### config.mk
export PLATFORM = sky130hd
export DESIGN_NAME = irq_two_level_ctrl
export DESIGN_NICKNAME = d
export VERILOG_FILES = /design/src/rtl/irq_pkg.sv /design/src/rtl/irq_edge_detect.sv /design/src/rtl/irq_ctrl_reg.sv /design/src/rtl/irq_seq.sv /design/src/rtl/irq_two_level_ctrl.sv
export SDC_FILE = /design/constraint.sdc
export NUM_CORES = 1
export LEC_CHECK = 0
export ABC_CLOCK_PERIOD_IN_PS = 1100
export CAP_MARGIN = 10
export CORE_MARGIN = 3
export CORE_UTILIZATION = 24
export CTS_BUF_LIST = sky130_fd_sc_hd__clkbuf_2 sky130_fd_sc_hd__clkbuf_4 sky130_fd_sc_hd__clkbuf_8
export DETAILED_ROUTE_END_ITERATION = 8
export GPL_TIMING_DRIVEN = 0
export PLACE_DENSITY = 0.7
export SETUP_SLACK_MARGIN = 0.2
export SYNTH_ARGS = -nofsm -noshare
export SYNTH_HDL_FRONTEND = slang
export SYNTH_SLANG_ARGS = --single-unit
### constraint.sdc
create_clock -name clk -period 1.1 [get_ports clk]
set_input_delay 0.165 -clock clk [delete_from_list [all_inputs] [get_ports clk]]
set_output_delay 0.165 -clock clk [all_outputs]
set_load 0.03 [all_outputs]
### src/rtl/irq_pkg.sv
package irq_pkg;
    localparam int CTL_W    = 8;
    localparam int B_MASTER = 7;
    localparam int B_GROUP  = 6;
    localparam int B_TMR_EN = 5;
    localparam int B_PIN_EN = 4;
    localparam int B_CHG_EN = 3;
    localparam int B_TMR_FL = 2;
    localparam int B_PIN_FL = 1;
    localparam int B_CHG_FL = 0;

    typedef enum logic {
        ST_OPEN  = 1'b0,
        ST_SERVE = 1'b1
    } svc_state_t;
endpackage

### src/rtl/irq_edge_detect.sv
module irq_edge_detect #(
    parameter int WIDTH     = 8,
    parameter bit RISE_ONLY = 1'b0
) (
    input  logic             clk,
    input  logic             rst_n,
    input  logic [WIDTH-1:0] din,
    input  logic [WIDTH-1:0] mask,
    output logic             hit
);
    logic [WIDTH-1:0] prev;
    logic [WIDTH-1:0] diff;
    logic             armed;

    always_ff @(posedge clk or negedge rst_n) begin
        if (!rst_n) begin
            prev  <= '0;
            armed <= 1'b0;
        end else begin
            prev  <= din;
            armed <= 1'b1;
        end
    end

    generate
        if (RISE_ONLY) begin : g_rise
            assign diff = din & ~prev;
        end else begin : g_any
            assign diff = din ^ prev;
        end
    endgenerate

    assign hit = armed & (|(diff & mask));
endmodule

### src/rtl/irq_ctrl_reg.sv
module irq_ctrl_reg
    import irq_pkg::*;
(
    input  logic             clk,
    input  logic             rst_n,
    input  logic             wr,
    input  logic [CTL_W-1:0] wdata,
    input  logic             tmr_evt,
    input  logic             pin_evt,
    input  logic             chg_evt,
    input  logic             ack_take,
    input  logic             ret_take,
    output logic [CTL_W-1:0] ctl
);
    logic [CTL_W-1:0] ctl_nxt;

    always_comb begin
        ctl_nxt = ctl;
        if (wr)
            ctl_nxt = wdata;
        if (ack_take)
            ctl_nxt[B_MASTER] = 1'b0;
        else if (ret_take)
            ctl_nxt[B_MASTER] = 1'b1;
        if (tmr_evt)
            ctl_nxt[B_TMR_FL] = 1'b1;
        if (pin_evt)
            ctl_nxt[B_PIN_FL] = 1'b1;
        if (chg_evt)
            ctl_nxt[B_CHG_FL] = 1'b1;
    end

    always_ff @(posedge clk or negedge rst_n) begin
        if (!rst_n)
            ctl <= '0;
        else
            ctl <= ctl_nxt;
    end

    AST_TMR_EVENT_SETS: assert property (@(posedge clk) disable iff (!rst_n)
        tmr_evt |=> ctl[B_TMR_FL]);
    AST_PIN_EVENT_SETS: assert property (@(posedge clk) disable iff (!rst_n)
        pin_evt |=> ctl[B_PIN_FL]);
    AST_FLAG_STICKY: assert property (@(posedge clk) disable iff (!rst_n)
        (ctl[B_CHG_FL] && !wr) |=> ctl[B_CHG_FL]);
    AST_ACK_CLEARS_MASTER: assert property (@(posedge clk) disable iff (!rst_n)
        ack_take |=> !ctl[B_MASTER]);
    AST_RET_SETS_MASTER: assert property (@(posedge clk) disable iff (!rst_n)
        (ret_take && !ack_take) |=> ctl[B_MASTER]);
endmodule

### src/rtl/irq_seq.sv
module irq_seq
    import irq_pkg::*;
(
    input  logic       clk,
    input  logic       rst_n,
    input  logic       ack_take,
    input  logic       irq_ret,
    output logic       ret_take,
    output svc_state_t state
);
    svc_state_t state_nxt;

    always_comb begin
        state_nxt = state;
        unique case (state)
            ST_OPEN:  if (ack_take) state_nxt = ST_SERVE;
            ST_SERVE: if (!ack_take && irq_ret) state_nxt = ST_OPEN;
            default:  state_nxt = ST_OPEN;
        endcase
    end

    always_ff @(posedge clk or negedge rst_n) begin
        if (!rst_n)
            state <= ST_OPEN;
        else
            state <= state_nxt;
    end

    always_comb begin
        ret_take = irq_ret && (state == ST_SERVE);
    end

    AST_ACK_ENTERS_SERVE: assert property (@(posedge clk) disable iff (!rst_n)
        ack_take |=> (state == ST_SERVE));
    AST_OPEN_RET_IGNORED: assert property (@(posedge clk) disable iff (!rst_n)
        (state == ST_OPEN) |-> !ret_take);
endmodule

### src/rtl/irq_two_level_ctrl.sv
module irq_two_level_ctrl
    import irq_pkg::*;
#(
    parameter int          NPINS   = 8,
    parameter int          NPERIPH = 4,
    parameter int          VEC_W   = 13,
    parameter logic [12:0] INT_VEC = 13'h0004
) (
    input  logic               clk,
    input  logic               rst_n,
    input  logic               reg_wr,
    input  logic [CTL_W-1:0]   reg_wdata,
    output logic [CTL_W-1:0]   reg_rdata,
    input  logic               tmr_rollover,
    input  logic               ext_pin,
    input  logic [NPINS-1:0]   port_pins,
    input  logic [NPINS-1:0]   port_chg_mask,
    input  logic [NPERIPH-1:0] periph_flags,
    input  logic [NPERIPH-1:0] periph_mask,
    input  logic               irq_ack,
    input  logic               irq_return,
    output logic               irq_req,
    output logic [VEC_W-1:0]   irq_vector
);
    logic [CTL_W-1:0] ctl;
    logic             pin_evt;
    logic             chg_evt;
    logic             ack_take;
    logic             ret_take;
    logic             core_term;
    logic             group_term;
    svc_state_t       state;

    irq_edge_detect #(.WIDTH(1), .RISE_ONLY(1'b1)) u_pin_edge (
        .clk(clk), .rst_n(rst_n), .din(ext_pin), .mask(1'b1), .hit(pin_evt)
    );

    irq_edge_detect #(.WIDTH(NPINS), .RISE_ONLY(1'b0)) u_port_chg (
        .clk(clk), .rst_n(rst_n), .din(port_pins), .mask(port_chg_mask), .hit(chg_evt)
    );

    irq_ctrl_reg u_reg (
        .clk(clk), .rst_n(rst_n), .wr(reg_wr), .wdata(reg_wdata),
        .tmr_evt(tmr_rollover), .pin_evt(pin_evt), .chg_evt(chg_evt),
        .ack_take(ack_take), .ret_take(ret_take), .ctl(ctl)
    );

    irq_seq u_seq (
        .clk(clk), .rst_n(rst_n), .ack_take(ack_take), .irq_ret(irq_return),
        .ret_take(ret_take), .state(state)
    );

    always_comb begin
        core_term  = (ctl[B_TMR_EN] & ctl[B_TMR_FL])
                   | (ctl[B_PIN_EN] & ctl[B_PIN_FL])
                   | (ctl[B_CHG_EN] & ctl[B_CHG_FL]);
        group_term = ctl[B_GROUP] & (|(periph_flags & periph_mask));
        irq_req    = ctl[B_MASTER] & (core_term | group_term);
        ack_take   = irq_ack & irq_req;
    end

    assign reg_rdata  = ctl;
    assign irq_vector = VEC_W'(INT_VEC);

    AST_ACK_DROPS_REQ: assert property (@(posedge clk) disable iff (!rst_n)
        (irq_ack && irq_req) |=> !irq_req);
    AST_SERVE_AFTER_ACK: assert property (@(posedge clk) disable iff (!rst_n)
        (irq_ack && irq_req) |=> (state == ST_SERVE));
endmodule

==> impl_metrics.ini <==
[final_layout]
fin_nets = 179
antenna_cells = 0
drive_gt1_frac = 0.3237
seq_area_sq_um = 480.5
layout-area-overhead-vs-synth_pct = 80.20
multi_input_area_sq_um = 359.1
layoutNonFillerInstCount = 185
n_fill_cell = 338
design_area_sq_um = 1560

[sta]
setup_viol = 7
worst_pin_slew_ns = 0.8190
relSlewSlack = 0.4540
fin_ws_ns = -0.4844
tns_ns = -1.193
fin_crit_sh = 1.440
min_period_ns = 1.584
max_freq_mhz = 631.1
final_max_slew_viol_count = 0
rsz0062_at_grt = true
finClkSkew_ns = 0.01101
hold_violations = 0

[global_routing]
grt_pass1_wl_mm = 3.180
grt_max_degree = 20
grt_usage = 0.09839
grt-ovfl-total = 0
grt_pass1_vias = 715
antenna_found_initial = 0

[detailed_routing]
ant_nets = 0
wl_per_cell_microns = 11.31
finalWirelength_mm = 2.092
drt-initial-drc-count = 15
drc = 0
via_per_inst = 3.903
dr.pass1.iters = 4
num_vias = 722

[status]
status = finished, violations left
failed_checks = setup timing

[synthesis]
synthesis.yosys.warnings = 0
synth_edf_count = 0
syn-instance-count = 71
ys_ff_latch = 19
netlist_area_sq_um = 865.8
async_flop_share = 1.000
synth_area_leader_cell = dfrtp_1
yosys.cell_count.top_type = dfrtp_1
synth_area_leaders = dfrtp_1 55%, buf_4 11%, xor2_1 8.1%
yosysTopAreaCellShare = 0.5491
ys.flop_type = dfrtp_1
yosysSeqAreaShare = 0.5491
avgSynthCellArea_sq_um = 12.19
synthTopCellsByCount = 19 x dfrtp_1, 13 x buf_4, 8 x xor2_1, 4 x a22oi_1, 4 x mux2_2
synth.distinct_cells = 20

[clock_network]
clkTransAtPathRegs_ns = 0.12
cts_buffers = 3
worstSkewPairLatency_ns = 0.30
htreeDepth = 1
postCtsHoldBufs = 0
cts_buffer_depth = 2
cts_sinks = 19
cts_tree = yes
clockRootBuffer = clkbuf_4

[place]
hpwl_mm = 1.754
port_buffers = 46
place.gp.congestion = 0.6935
dp.cells = 175
dpl_cell_area_sq_um = 1438

[floorplan]
die_h_microns = 66.07
row_count = 21
core_region_area_sq_um = 3416
die_width_microns = 66.07
start_util = 0.2535
die_area_sq_um = 4365
io-pin-count = 61

[critical_path]
reg2reg_depth = 5
cp_max_fo = 2
cp-start-kind = flop
path_class = flop to output pin
end_kind = output pin
required_ns = 0.94
arrival_ns = 1.42

[pwr]
pwr_density_cell_nw_per_um2 = 1167
p_leak_nw = 0.7183
irDropWorstVdd_uv = 585.7

[min_path]
hold_path_class = primary input to async pin

[job]
drv_cap = 0
==> power by group <==
group          internal [mW]  leakage, nW  switching (mW)
clock                  0.138       0.0139           0.218
combinational          0.356        0.488           0.299
sequential             0.763        0.216          0.0452
total                   1.26        0.718           0.563
==> kinds of logic (layout without fill, tap and decap cells) <==
| family | Yosys count | after routing | synth area share |
|---|---|---|---|
| XOR/XNOR | 8 | 8 | 0.08093 |
| buffers and inverters | 15 | 71 | 0.1228 |
| other | 2 | 14 | 0.008674 |
| multiplexers | 6 | 6 | 0.07514 |
| AO/OA/AOI/OAI | 15 | 15 | 0.1286 |
| flip-flops | 19 | 19 | 0.5491 |
| AND/OR/NAND/NOR | 6 | 6 | 0.03468 |
==> worst paths after layout <==
check                           startpoint                  to  slack, ns
setup / recovery              u_reg.ctl[1]             irq_req      -0.48
hold / removal                       rst_n  u_port_chg.prev[4]       0.06
setup reg to reg              u_reg.ctl[1]         u_seq.state      -0.26
hold reg to reg            u_pin_edge.prev        u_reg.ctl[1]       0.43
max in group asynchronous            rst_n        u_reg.ctl[4]       0.49
min in group clk                    reg_wr        u_reg.ctl[2]       0.32
==> state kept, by name, summed over array words and instances (netlist names) <==
register          flops
u_port_chg.prev       8
u_reg.ctl             8
u_port_chg.armed      1
u_pin_edge.prev       1
u_seq.state           1
==> placed cells by master (no fill, tap or decap), types with 3 or more instances in the layout <==
| master | synthesis | layout |
|---|---|---|
| xor2_1 | 8 | 8 |
| conb_1 | 2 | 14 |
| buf_6 | 0 | 12 |
| dfrtp_2 | 0 | 4 |
| nand2_1 | 3 | 3 |
| buf_4 | 13 | 16 |
| a22oi_1 | 4 | 4 |
| clkbuf_4 | 0 | 3 |
| mux2_2 | 4 | 3 |
| dfrtp_1 | 19 | 15 |
| clkdlybuf4s50_1 | 0 | 36 |
==> layout make-up <==
type | count | share of cell area
plain buffers | 14 | 0.06576
repair buffers | 52 | 0.3376
clock buffers | 3 | 0.01443
inverters | 1 | 0.002406
well taps | 46 | 0.03689
multi-input cells | 49 | 0.2302
clock inverters | 1 | 0.004812
flip-flops and latches | 19 | 0.3079
==> routing by layer <==
layer  global-route usage  vias up  share of wire
li1                     -      357              -
met1               0.1146      330           0.37
met2               0.1702       35           0.53
met3              0.02721        0          0.093
met4              0.03807        0              0
met5                    0        -              0
==> metrics by stage <==
stage | util | setup slack (ns) | total power, mW | hold slack [ns]
floorplan | - | -0.2162 | 1.115 | -0.1306
global placement | 0.4209 | -0.8233 | 1.380 | 0.4128
detailed placement | 0.4209 | -0.8538 | 1.393 | 0.4436
CTS | 0.4436 | -0.4882 | 1.804 | 0.07793
global route | 0.4568 | -0.5947 | 1.934 | 0.1233
finish | 0.4568 | -0.4844 | 1.820 | 0.05767
==> worst max-delay path, cell delays in order (launching register included) <==
cell	delay, ns
dfrtp_2	0.42
a222oi_1	0.33
buf_4	0.18
a21boi_2	0.05
buf_6	0.14
==> repair_timing <==
action / in CTS / in global routing
buffers inserted: 4 / 2
pin swaps: 3 / 1
endpoints found under the setup margin: 23 / 16
endpoints found under the hold margin: 0 / 0
resized for setup: 66 / 9
Power figures use the tool's default switching activity.
